===== src/rtl/lsc_pkg.sv =====
package lsc_pkg;
  localparam int SAMPLE_W  = 64;
  localparam int TAG_LSB   = 59;
  localparam int TAG_W     = 5;
  localparam int BURST_LSB = 32;
  localparam int BURST_W   = 27;
  localparam int COUNT_W   = 32;
  localparam int NUM_ERR   = 4;

  typedef enum int {E_TAG = 0, E_ORDER = 1, E_SKEW = 2, E_BURST = 3} err_e;

  function automatic logic [TAG_W-1:0] tag_of(input logic [SAMPLE_W-1:0] w);
    return w[TAG_LSB +: TAG_W];
  endfunction

  function automatic logic [BURST_W-1:0] burst_of(input logic [SAMPLE_W-1:0] w);
    return w[BURST_LSB +: BURST_W];
  endfunction

  function automatic logic [COUNT_W-1:0] count_of(input logic [SAMPLE_W-1:0] w);
    return w[COUNT_W-1:0];
  endfunction
endpackage


===== src/rtl/lsc_seq_track.sv =====
module lsc_seq_track
  import lsc_pkg::*;
(
  input  logic               clk,
  input  logic               rst,
  input  logic               clr,
  input  logic               valid,
  input  logic               sob,
  input  logic [COUNT_W-1:0] cnt0,
  input  logic [BURST_W-1:0] burst0,
  output logic               order_bad,
  output logic               burst_bad
);
  logic               seeded;
  logic [COUNT_W-1:0] last_cnt;
  logic [BURST_W-1:0] last_burst;

  always_ff @(posedge clk) begin
    if (rst || clr) begin
      seeded     <= 1'b0;
      last_cnt   <= '0;
      last_burst <= '0;
    end else if (valid) begin
      seeded     <= 1'b1;
      last_cnt   <= cnt0;
      last_burst <= burst0;
    end
  end

  always_comb begin
    order_bad = valid && seeded && !(cnt0 > last_cnt);
    if (sob) burst_bad = valid && seeded && !(burst0 > last_burst);
    else     burst_bad = valid && seeded && (burst0 != last_burst);
  end
endmodule


===== config.mk =====
export PLATFORM = sky130hd
export DESIGN_NAME = lsc_seq_track
export DESIGN_NICKNAME = d
export VERILOG_FILES = /design/src/rtl/lsc_pkg.sv /design/src/rtl/lsc_seq_track.sv
export SDC_FILE = /design/constraint.sdc
export NUM_CORES = 1
export LEC_CHECK = 0
export BUFFER_PORTS_ARGS = -buffer_cell sky130_fd_sc_hd__buf_2
export CAP_MARGIN = 20
export CORE_AREA = 2 2 104 106
export CTS_BUF_LIST = sky130_fd_sc_hd__clkbuf_4
export CTS_CLUSTER_SIZE = 10
export DETAILED_ROUTE_END_ITERATION = 16
export DIE_AREA = 0 0 106 108
export GPL_TIMING_DRIVEN = 0
export PLACE_DENSITY = 0.56
export SLEW_MARGIN = 20
export SYNTH_ARGS = -nofsm -noshare
export SYNTH_HDL_FRONTEND = slang
export SYNTH_SLANG_ARGS = --single-unit

===== constraint.sdc =====
create_clock -name clk -period 2.7 [get_ports clk]
set_input_delay 0.675 -clock clk [delete_from_list [all_inputs] [get_ports clk]]
set_output_delay 0.675 -clock clk [all_outputs]
set_load 0.01 [all_outputs]

==> PnR_summary.wiki <==
{| class="wikitable"
! Metric !! Value
|-
| Most frequently used flop master after synthesis || dfxtp_1
|-
| CTS root buf || clkbuf_4
|-
| Number of max-capacitance violations reported || 0
|-
| # port buffers || 64
|-
| P&R area growth vs syn || 25.7%
|-
| Critical Path End Type || output pin
|-
| Number of nets at the end of the flow || around 600
|-
| Antenna cells || 0
|-
| DIE WIDTH || between 100 and 150 µm
|-
| Post-detail-place hpwl || roughly 5800 µm
|-
| Wire length reported by the detailed router || ~7900 µm
|-
| Total grt overflow || 0
|-
| Per-instance average area after synthesis || between 8 and 9 µm²
|-
| RSZ-0062 raised after global routing || yes
|-
| Hold Vio Cnt, Final || 0
|-
| WS Path Type || input port to output pin
|-
| Final setup violation count || 2
|-
| Initial cell density of the core || a little over a third
|-
| Internal Dissipation || 1380 µW
|-
| Global-route wire length before repair || between 10000 and 15000 µm
|-
| Number of antenna violations at the first check in global routing || 1
|-
| Vias || between 2000 and 3000
|-
| Share of synthesized area occupied by flip-flops and latches || 33.3%
|-
| Pin count of the biggest net entering global routing || 11
|-
| Clock transition time at the flip-flop clock pins of the worst setup and hold paths || around 110 ps
|-
| Die Outline Area || between 10000 and 15000 µm²
|-
| Commonest cells after routing, fill and taps aside || buf_2, nor2_1, mux2i_1
|-
| TritonCTS buffer count || 9
|-
| Sink Count || 60
|-
| Number of placement rows || 37
|-
| Sw Ratio || 28.7%
|-
| Fraction of synthesized cell area taken by the top area cell type || about a third
|-
| Nature of the critical path startpoint || input port
|-
| Switching power || 555 µW
|-
| Power share of the combinational group || roughly a fifth
|-
| Max transition margin || around 67%
|-
| Die H || around 110 µm
|-
| Total power divided by cell area || around 430 nW/µm²
|-
| Fraction of layout cells with a size suffix above 1 || roughly 28%
|-
| Clock Power Share || between 30% and 40%
|-
| Worst hold margin || between 400 and 500 ps
|-
| Warning count from the yosys run || 0
|-
| Data required time of the worst path || slightly above 2000 ps
|-
| Portion of netlist area occupied by mux cells || 16.4%
|-
| Core ar. || just over 10000 µm²
|-
| Post-synthesis register bit count || 60
|-
| Largest family of logic cells by synthesized area || adder cells
|-
| Max Clock Freq || around 330 MHz
|-
| Number of remaining DRC errors || 0
|-
| Fraction of synthesized cell area in xor and xnor cells || 0%
|-
| Main area contributors after synthesis || dfxtp_1, ha_1, mux2i_1, nor2_1, inv_1
|-
| Setup slack after placement || -430 ps
|-
| IR drop worst, VDD || between 0.2 and 0.25 mV
|-
| Final slew viol count || 0
|-
| Iteration count of the initial detailed-routing pass || 4
|-
| H-tree level count || 3
|-
| Critical Path Fanout Max || 3
|-
| Result of the run || complete, but fails checks
|-
| Post-synthesis share of cell area spent on full adders, half adders and majority gates || between 20% and 30%
|-
| FFs w/ async S/R, synth || 0%
|-
| Tightest Hold Check Type || register to register
|-
| LEAKAGE || slightly below 0.002 µW
|-
| Slew at the pin closest to its max-slew limit || about 500 ps
|-
| Routed via count divided by cell count || around 4.7
|-
| Final cycle utilization of the critical path || 114%
|-
| CP Data Arrival Time || 2400 ps
|-
| Maximum buffer depth of the clock tree || 2
|-
| Failing checks || setup timing
|-
| Post-Syn Instances || about 400
|-
| Portion of total power attributed to sequential cells || between 40 and 50%
|-
| Placer congestion estimate || roughly 0.8
|-
| Clock latency of the later-clocked register in the worst-skew pair || roughly 400 ps
|-
| Skew final || 0 ps
|-
| Share of synthesized cell area in and, or, nand and nor gates || 14.0%
|-
| Library cell occupying the most area in the post-synthesis netlist || dfxtp_1
|-
| Post-route minimum period || 3070 ps
|-
| Synthesized netlist net count || between 500 and 600
|-
| Number of flops mapped to enable cells by yosys || 0
|-
| Leading cell type in the layout, fill and taps excluded || buf_2
|-
| Vias in the first global route || approximately 2900
|-
| Netlist area before placement || 3610 µm²
|-
| Number of top-level pins || 66
|-
| Total routing resource utilization after global routing || around 14%
|-
| Initial drt markers || 57
|-
| Post-detailed-route count of antenna-violating nets || 0
|-
| Number of hold buffers added after CTS || 0
|-
| Clock tree from TritonCTS || yes
|-
| Final critical-path setup slack || -372 ps
|-
| Library cells used by synthesis || 30
|-
| Complex-gate fraction of the synthesized area || under 10%
|-
| Wirelength per Cell || between 10 and 15 µm
|}
[through the flow]
stage                     setup TNS (ps)  cells  total power [µW]  instance area [µm²]  util [%]
after floorplan                    -58.1    410              1180                 3680         -
after global placement              -643    610              1290                 4170      40.7
after detailed placement            -676    610              1300                 4170      40.7
after CTS                           -521    630              1960                 4420      43.2
after global routing                -834    633              2060                 4540      44.3
final                               -529    633              1930                 4540      44.3
[critical path: stages]
cell      delay [ps]
buf_2            110
ha_1             300
nand4_1          190
a211oi_1          90
o41a_1           380
o311a_1          320
nor4_4           150
buf_2            170
[metal layers]
| layer | vias up | wire (µm) | share of wire (%) | global-route usage, % |
|---|---|---|---|---|
| met1 | 1346 | 3590 | 46 | 16.9 |
| met5 | - | 0 | 0 | 0 |
| met2 | 54 | 3720 | 47 | 24.4 |
| met3 | 13 | 423 | 5.4 | 4.58 |
| met4 | 0 | 136 | 1.7 | 5.55 |
| li1 | 1562 | - | - | - |
[sequential cells by signal, summed over array words and instances (netlist names)]
| signal | flops |
|---|---|
| seeded | 1 |
| last_burst | 27 |
| last_cnt | 32 |
[power by group through the flow]
stage | Clock, µW | Combinational, µW | Sequential, µW
3_3_place_gp | 0 | 343 | 947
5_1_grt | 690 | 433 | 933
3_5_place_dp | 0 | 349 | 948
4_1_cts | 662 | 365 | 929
6_report | 631 | 373 | 930
2_1_floorplan | 0 | 231 | 945
[synthesized netlist by cell type (2+ instances only)]
cell type and instances:
nor3_1 3, nand2_1 8, a211oi_1 4, nand3_1 3
ha_1 59, dfxtp_1 60, nor4_1 2, a21oi_1 20
nand3b_1 2, and3_1 4, buf_2 6, inv_1 60
nor2b_1 2, nor2_1 67, nand4_1 14, mux2i_1 59
a21o_1 6, o21ai_0 11, o21bai_1 2, clkbuf_1 8
[cells by family (layout without fill, tap and decap cells)]
family,count (synthesis),in the layout
adder cells (fa/ha/maj),59,59
AO/OA/AOI/OAI,48,48
flip-flops,60,60
AND/OR/NAND/NOR,110,110
buffers and inverters,74,161
multiplexers,59,59
[what timing repair did]
action,4_1_cts,5_1_grt
hold endpoints to repair,0,0
pin swaps,11,10
gates resized for setup,21,18
endpoints found under the setup margin,2,2
setup buffers,4,3
[final timing paths]
path                                startpoint  slack (ps)        endpoint  cells past startpoint
worst max-delay path                burst0[10]        -370       burst_bad                      8
worst min-delay path                    seeded         480          seeded                      2
worst max register to register  last_burst[16]        1950  last_burst[16]                      3
worst min register to register          seeded         480          seeded                      2
[final cells by class]
class	instances	area, µm²
multi-input combinational	276	2360
clock buffer	10	75.1
timing repair buffer	71	373
fill	1042	5690
inverter	60	225
buffer	14	60.1
tap	136	170
sequential	60	1220
clock inverter	6	55.1
Power figures use the tool's default switching activity.
